File: config.mk
export PLATFORM = sky130hd
export DESIGN_NAME = mbdiv_top
export DESIGN_NICKNAME = d
export VERILOG_FILES = /design/src/rtl/mbdiv_pkg.sv /design/src/rtl/mbdiv_divider.sv /design/src/rtl/mbdiv_coinc.sv /design/src/rtl/mbdiv_ctrl.sv /design/src/rtl/mbdiv_datapath.sv /design/src/rtl/mbdiv_top.sv
export SDC_FILE = /design/constraint.sdc
export NUM_CORES = 1
export LEC_CHECK = 0
export BUFFER_PORTS_ARGS = -buffer_cell sky130_fd_sc_hd__buf_2
export CAP_MARGIN = 20
export CORE_ASPECT_RATIO = 0.8
export CORE_MARGIN = 2
export CORE_UTILIZATION = 58
export CTS_CLUSTER_DIAMETER = 30
export DETAILED_ROUTE_END_ITERATION = 10
export GPL_TIMING_DRIVEN = 0
export PLACE_DENSITY = 0.8
export SYNTH_ARGS = -nofsm -noshare
export SYNTH_HDL_FRONTEND = slang
export SYNTH_SLANG_ARGS = --single-unit
export TNS_END_PERCENT = 50
File: constraint.sdc
create_clock -name clk -period 2.2 [get_ports clk]
set_input_delay 0.11 -clock clk [delete_from_list [all_inputs] [get_ports clk]]
set_output_delay 0.11 -clock clk [all_outputs]
set_load 0.02 [all_outputs]
File: src/rtl/mbdiv_pkg.sv
package mbdiv_pkg;

  localparam int NUM_CH = 4;
  localparam int CH_A   = 0;
  localparam int CH_B   = 1;
  localparam int CH_C   = 2;
  localparam int CH_FB  = 3;

  // strobes from control to datapath
  typedef struct packed {
    logic load;  // restart every phase counter
    logic run;   // phases valid, sync decision enabled
  } ctrl_strobe_t;

endpackage

File: src/rtl/mbdiv_divider.sv
module mbdiv_divider #(
  parameter int DW = 5
) (
  input  logic          clk,
  input  logic          load,
  input  logic [DW-1:0] ratio,
  output logic          clkOut
);

  localparam logic [DW-1:0] ONE = DW'(1);

  // phase counts down ratio..1; value ratio marks the rising edge
  logic [DW-1:0] phase;

  always_ff @(posedge clk) begin
    if (load)              phase <= ONE;
    else if (phase == ONE) phase <= ratio;
    else                   phase <= phase - ONE;
  end

  assign clkOut = phase > (ratio >> 1);

endmodule

File: src/rtl/mbdiv_coinc.sv
module mbdiv_coinc #(
  parameter int DW = 5
) (
  input  logic          clk,
  input  logic          load,
  input  logic          run,
  input  logic [DW-1:0] ratioA,
  input  logic [DW-1:0] ratioC,
  output logic          syncN
);

  localparam logic [DW-1:0] ONE = DW'(1);

  // each phase equals the master clocks left until that bank next rises
  logic [DW-1:0] phaseA;
  logic [DW-1:0] phaseC;
  logic          edgeBoth;

  always_ff @(posedge clk) begin
    if (load) begin
      phaseA <= ONE;
      phaseC <= ONE;
    end else begin
      phaseA <= (phaseA == ONE) ? ratioA : phaseA - ONE;
      phaseC <= (phaseC == ONE) ? ratioC : phaseC - ONE;
    end
  end

  assign edgeBoth = (phaseA == ratioA) && (phaseC == ratioC);

  // equal time-to-next-edge means the next edges of A and C coincide,
  // and the faster bank bounds that distance by its own period
  assign syncN = !run || edgeBoth || (phaseA != phaseC);

endmodule

File: src/rtl/mbdiv_ctrl.sv
module mbdiv_ctrl
  import mbdiv_pkg::*;
#(
  parameter int DW = 5
) (
  input  logic                         clk,
  input  logic                         rstN,
  input  logic [DW-1:0]                ratioAIn,
  input  logic [DW-1:0]                ratioBIn,
  input  logic [DW-1:0]                ratioCIn,
  input  logic [DW-1:0]                ratioFbIn,
  output logic [NUM_CH-1:0][DW-1:0]    ratioQ,
  output ctrl_strobe_t                 strobe
);

  localparam logic [DW-1:0] TWO = DW'(2);

  logic [NUM_CH-1:0][DW-1:0] rawRatio;
  logic                      live;
  logic                      runQ;

  function automatic logic [DW-1:0] evenRatio(input logic [DW-1:0] r);
    logic [DW-1:0] e;
    e = {r[DW-1:1], 1'b0};
    if (e < TWO) e = TWO;
    return e;
  endfunction

  always_comb begin
    rawRatio[CH_A]  = ratioAIn;
    rawRatio[CH_B]  = ratioBIn;
    rawRatio[CH_C]  = ratioCIn;
    rawRatio[CH_FB] = ratioFbIn;
  end

  always_ff @(posedge clk) begin
    if (!rstN) begin
      for (int i = 0; i < NUM_CH; i++) ratioQ[i] <= evenRatio(rawRatio[i]);
      live <= 1'b0;
      runQ <= 1'b0;
    end else begin
      live <= 1'b1;
      runQ <= live;
    end
  end

  assign strobe.load = !live;
  assign strobe.run  = runQ;

endmodule

File: src/rtl/mbdiv_datapath.sv
module mbdiv_datapath
  import mbdiv_pkg::*;
#(
  parameter int DW = 5,
  parameter int NA = 4,
  parameter int NB = 4,
  parameter int NC = 2
) (
  input  logic                      clk,
  input  ctrl_strobe_t              strobe,
  input  logic [NUM_CH-1:0][DW-1:0] ratioQ,
  input  logic [1:0]                invSel,
  output logic [NA-1:0]             qA,
  output logic [NB-1:0]             qB,
  output logic [NC-1:0]             qC,
  output logic [1:0]                qCSel,
  output logic                      qFb,
  output logic                      syncN
);

  logic [NUM_CH-1:0] chanClk;

  for (genvar g = 0; g < NUM_CH; g++) begin : gen_ch
    mbdiv_divider #(.DW(DW)) div_i (
      .clk    (clk),
      .load   (strobe.load),
      .ratio  (ratioQ[g]),
      .clkOut (chanClk[g])
    );
  end

  mbdiv_coinc #(.DW(DW)) coinc_i (
    .clk    (clk),
    .load   (strobe.load),
    .run    (strobe.run),
    .ratioA (ratioQ[CH_A]),
    .ratioC (ratioQ[CH_C]),
    .syncN  (syncN)
  );

  assign qA    = {NA{chanClk[CH_A]}};
  assign qB    = {NB{chanClk[CH_B]}};
  assign qC    = {NC{chanClk[CH_C]}};
  assign qCSel = {2{chanClk[CH_C]}} ^ invSel;
  assign qFb   = chanClk[CH_FB];

endmodule

File: src/rtl/mbdiv_top.sv
module mbdiv_top
  import mbdiv_pkg::*;
#(
  parameter int DW = 5,
  parameter int NA = 4,
  parameter int NB = 4,
  parameter int NC = 2
) (
  input  logic          clk,
  input  logic          rstN,
  input  logic [DW-1:0] ratioA,
  input  logic [DW-1:0] ratioB,
  input  logic [DW-1:0] ratioC,
  input  logic [DW-1:0] ratioFb,
  input  logic [1:0]    invSel,
  output logic [NA-1:0] qA,
  output logic [NB-1:0] qB,
  output logic [NC-1:0] qC,
  output logic [1:0]    qCSel,
  output logic          qFb,
  output logic          syncN
);

  logic [NUM_CH-1:0][DW-1:0] ratioQ;
  ctrl_strobe_t              strobe;

  mbdiv_ctrl #(.DW(DW)) ctrl_i (
    .clk       (clk),
    .rstN      (rstN),
    .ratioAIn  (ratioA),
    .ratioBIn  (ratioB),
    .ratioCIn  (ratioC),
    .ratioFbIn (ratioFb),
    .ratioQ    (ratioQ),
    .strobe    (strobe)
  );

  mbdiv_datapath #(.DW(DW), .NA(NA), .NB(NB), .NC(NC)) dp_i (
    .clk    (clk),
    .strobe (strobe),
    .ratioQ (ratioQ),
    .invSel (invSel),
    .qA     (qA),
    .qB     (qB),
    .qC     (qC),
    .qCSel  (qCSel),
    .qFb    (qFb),
    .syncN  (syncN)
  );

endmodule

# Word-level counts from Yosys, hierarchy flattened
# Index checks and enable logic that the tools add are counted.
word_totals:
  reg_bits: 52
  inputBits: 24
  out_inout_bits: 14
classes:
  addsub: 6
  order_cmp: 8
  n_eq_ne: 9
  n_mux: 7
  bitwise: 1
  n_reduce_logical: 4
ops:
  columns: ["op", "count"]
  rows:
  - ["$eq A5 B1 Y1 const B", 6]
  - ["$mux W5", 6]
  - ["$sub A5 B1 Y5 const B", 6]
  - ["$gt A5 B4 Y1", 4]
  - ["$lt A5 B2 Y1 const B", 4]
  - ["$eq A5 B5 Y1", 2]
  - ["$ne A5 B5 Y1", 1]
  - ["$logic_or A1 B1 Y1", 2]
  - ["$xor A2 B2 Y2", 1]
  - ["$logic_and A1 B1 Y1", 1]
  - ["$logic_not A1 Y1", 1]
  - ["$mux W1", 1]

# Depth between registers and ports, before layout
depth:
  ltp_word: 4
  mapped_depth: 7

# Cells and area by module
# From an unflattened synthesis, not the netlist that was laid out.
unflattened:
  hier_cells: 291
  area_unflattened_um2: 2947.8
by_module_without_submodules:
  columns: ["module", "instances", "cells_each", "area_each_um2", "seq_area_each_um2"]
  rows:
  - ["mbdiv_divider", 4, 40, 369.1, 100.1]
  - ["mbdiv_coinc", 1, 75, 738.2, 200.2]
  - ["mbdiv_ctrl", 1, 47, 663.1, 520.5]
  - ["mbdiv_datapath", 1, 9, 70.1, 0.0]

# Worst setup path before layout
# Ideal clock, no wire load.
synth_path:
  path_type: "reg2out"
  startpoint: "reg ctrl_i.ratioQ[12] (netlist name)"
  endpoint: "out qCSel[0]"
  arrival_time_ps: 1494
  path_slack_ps: 596
  path_stages_with_launch: 7
  path_buffers: 0
  path_cell_list: "edfxtp_1 -> inv_1 -> ha_1 -> nand3_1 -> o221ai_1 -> a21oi_2 -> xnor2_1"
synth_via:
  elab_chain_len: 2
synth_rtl:
  columns: ["element", "line", "rtl"]
  rows:
  - ["start, declared", "mbdiv_ctrl.sv:12", "output logic [NUM_CH-1:0][DW-1:0] ratioQ,"]
  - ["$gt A5 B4 Y1", "mbdiv_divider.sv:21", "assign clkOut = phase > (ratio >> 1);"]
  - ["$xor A2 B2 Y2", "mbdiv_datapath.sv:44", "assign qCSel = {2{chanClk[CH_C]}} ^ invSel;"]
  - ["end, declared", "mbdiv_top.sv:19", "output logic [1:0] qCSel,"]
# Every way passes these cells.

# Worst setup path in the final report
layout_path:
  startpoint: "reg ctrl_i.ratioQ[12] (netlist name)"
  endpoint: "out qC[1]"
layout_via:
  elab_chain_len: 1
layout_rtl:
  columns: ["element", "line", "rtl"]
  rows:
  - ["$gt A5 B4 Y1", "mbdiv_divider.sv:21", null]
  - ["end, declared", "mbdiv_top.sv:18", "output logic [NC-1:0] qC,"]
# Every way passes these cells.

==> impl_metrics.tcl <==
set metrics [dict create \
    clk_latency_ns 0.31 \
    syn-cell-area_um2 2820 \
    diodes 0 \
    synth_edf_count 16 \
    p_per_area_nw_per_um2 1440 \
    firstDrtPassIters 4 \
    hold_depth 2 \
    syn2layout_area_growth_pct 13.1 \
    viasPerCell 5.24 \
    max_stage_delay_ns 0.47 \
    syn_nets 330 \
    antenna_found_initial 0 \
    coreArea_um2 4620 \
    fin_setup_tns_ns 0 \
    hp-class "in -> reg" \
    clkSinkCount 48 \
    gp_congestion 0.817 \
    critPathLaunchType "flop" \
    vias 2001 \
    nFillCells 346 \
    peakVddDrop_uv 716 \
    seqPwrFrac_pct 32.9 \
    die_y_um 66.4 \
    seq_area_um2 1120 \
    final_area_um2 3190 \
    p_int_mw 2.64 \
    critPathKind "reg -> out" \
    synth_common_cells "dfxtp_1, inv_1, ha_1" \
    fin_ws_ns 0.138 \
    fin_worst_skew_ns 0.00744 \
    finalCoreUtilization_pct 69.0 \
    die-area_um2 5440 \
    leakage_nw 1.46 \
    fin_crit_ns 2.06 \
    setup_viol 0 \
    final-hold-violation-count 0 \
    drv_slew 0 \
    cts_root_buf "clkbuf_8" \
    critPathMaxFanout 4 \
    grt_pass1_vias 1882 \
    yosysSeqAreaShare_pct 39.7 \
    drtIter0Drc 73 \
    pwr-share-comb_pct 55.7 \
    cts_tree "built" \
    r2r_cells 5 \
    async_flop_share_pct 0 \
    max_freq_mhz 485 \
    synth.area.top_cells "dfxtp_1, edfxtp_1, ha_1" \
    synth.largest_area_cell "dfxtp_1" \
    worst_slew_pin_slew_ns 0.699 \
    slew_headroom_pct 53.3 \
    grt_first_pass_wirelength_um 8600 \
    synth_top_area_share_pct 22.7 \
    cp_cell_sequence "inv_1 -> ha_1 -> nand3_1 -> o221ai_2 -> a21oi_4 -> inv_1 -> buf_4 -> buf_2" \
    cp_num_cells 8 \
    drtAntennaViolNets 0 \
    routed_wl_um 4990 \
    placed_area_um2 3060 \
    critical-path-slowest-cell "edfxtp_1" \
    pwr-share-clk_pct 11.3 \
    grt_max_degree 18 \
    fin_nets 373 \
    die_w_um 82.0 \
    cts_inserted_buffers 5 \
    dp_hpwl_um 3690 \
    ys.flop_type "dfxtp_1" \
    clockBufferDepth 2 \
    synth.avg_cell_area_um2 10.1 \
    overflow 0 \
    multi_input_area_um2 1440 \
    detail_route.wl_per_cell_um 13.1 \
    clk_pin_slew_ns 0.09 \
    crit_buf_inv 4 \
    track_usage_pct 21.1 \
    p_sw_share_pct 42.8 \
    ys_ff_latch 48 \
    synthDistinctLibCells 33 \
    p_sw_mw 1.97 \
    crit_top_cell "inv_1" \
    cp_top_family "flip-flops" \
    drcViolationCount 0 \
    status "finished clean" \
    cp.required_ns 2.09 \
    cap_violations 0 \
    start_util_pct 61.0 \
    ys_warn_count 0 \
    post-place-ws_ns 0.337 \
    pin_count 38 \
    drive_gt1_share_pct 26.4 \
    crit_path_end_kind "output pin" \
    core.rowCount 22 \
    synth_cells 278 \
    htree_levels 2 \
    period_share_pct 93.7 \
    numPortBuffers 33 \
    grt_setup_unrepaired "no" \
    arrival_ns 1.95 \
]
final cells by class:
type	instances	area share (%)
multi-input cells	171	45.2
flip-flops and latches	48	35.1
repair buffers	36	5.96
plain buffers	27	4.82
inverters	32	3.76
well taps	60	2.35
clock buffers	5	2.16
clock inverters	3	0.588
cells by family (layout without fill, tap and decap cells):
group	count (synthesis)	count (layout)	synth area share, %
XOR/XNOR	27	27	8.65
flip-flops	48	48	39.7
adder cells (fa/ha/maj)	28	28	12.4
AND/OR/NAND/NOR	59	59	14.1
multiplexers	6	6	2.39
buffers and inverters	59	103	9.71
AO/OA/AOI/OAI	51	51	13.0
placed cells by master, fill, tap and decap left out, drive strengths merged:
cell type and count:
dfxtp 32, ha 28, nand2 3, nand3b 6
buf 47, a211oi 18, or2 4, dlygate4sd3 1
a21o 9, a21oi 14, clkinv 3, clkbuf 20
o221ai 1, xnor2 15, nand3 2, edfxtp 16
a311oi 6, nand4 5, o21ai 3, nor2 25
mux2 6, xor2 12, nor3 12, nor4 2
inv 32
repair_timing:
item | CTS | global route
endpoints found under the setup margin | 2 | 8
hold buffers | 1 | 0
hold endpoints to repair | 1 | 0
gates cloned | 0 | 0
buffers inserted | 1 | 1
gates resized for setup | 0 | 4
pin swaps | 1 | 1
power by group through the flow:
stage | logic [mW] | clock network [mW] | registers (mW)
final | 2.57 | 0.522 | 1.52
after global routing | 2.86 | 0.571 | 1.56
after CTS | 2.55 | 0.535 | 1.51
after detailed placement | 2.52 | 0 | 1.54
after global placement | 2.45 | 0 | 1.53
after floorplan | 2.06 | 0 | 1.46
flip-flops by register name, summed over array words and instances, names as in the netlist:
signal / count
ctrl_i.live: 1
ctrl_i.ratioQ: 16
ctrl_i.runQ: 1
dp_i.coinc_i.phaseA: 5
dp_i.coinc_i.phaseC: 5
dp_i.gen_ch.div_i.phase: 20
layer usage:
layer  global-route usage (%)  part of all wire (%)  vias to the layer above
li1                         -                     -                     1033
met1                     27.8                    48                      935
met2                     33.7                    47                       24
met3                     4.64                   2.8                        9
met4                     8.13                   1.7                        0
met5                        0                     0                        -
worst register-to-register path, delay by kind of cell (launching register included):
family	cells	cell delay [ns]
flip-flops	1	0.44
buffers and inverters	1	0.09
AO/OA/AOI/OAI	2	0.21
multiplexers	1	0.32
adder cells (fa/ha/maj)	1	0.24
final timing paths:
kind                                                 endpoint  slack (ns)                   start
worst max-delay path                                    qC[1]        0.14       ctrl_i.ratioQ[12]
worst min register to register  dp_i.gen_ch[0].div_i.phase[4]        0.51             ctrl_i.live
worst min-delay path                        ctrl_i.ratioQ[11]        0.06               ratioC[1]
worst max register to register         dp_i.coinc_i.phaseC[4]        0.75  dp_i.coinc_i.phaseC[1]
metrics by stage:
step,instances,hold slack (ns),power [mW]
2_1_floorplan,278,0.138,3.52
3_3_place_gp,371,0.238,3.97
3_5_place_dp,371,0.240,4.06
4_1_cts,381,0.0508,4.60
5_1_grt,382,0.0536,4.98
6_report,382,0.0596,4.61
(Power assumes the default switching activity.)
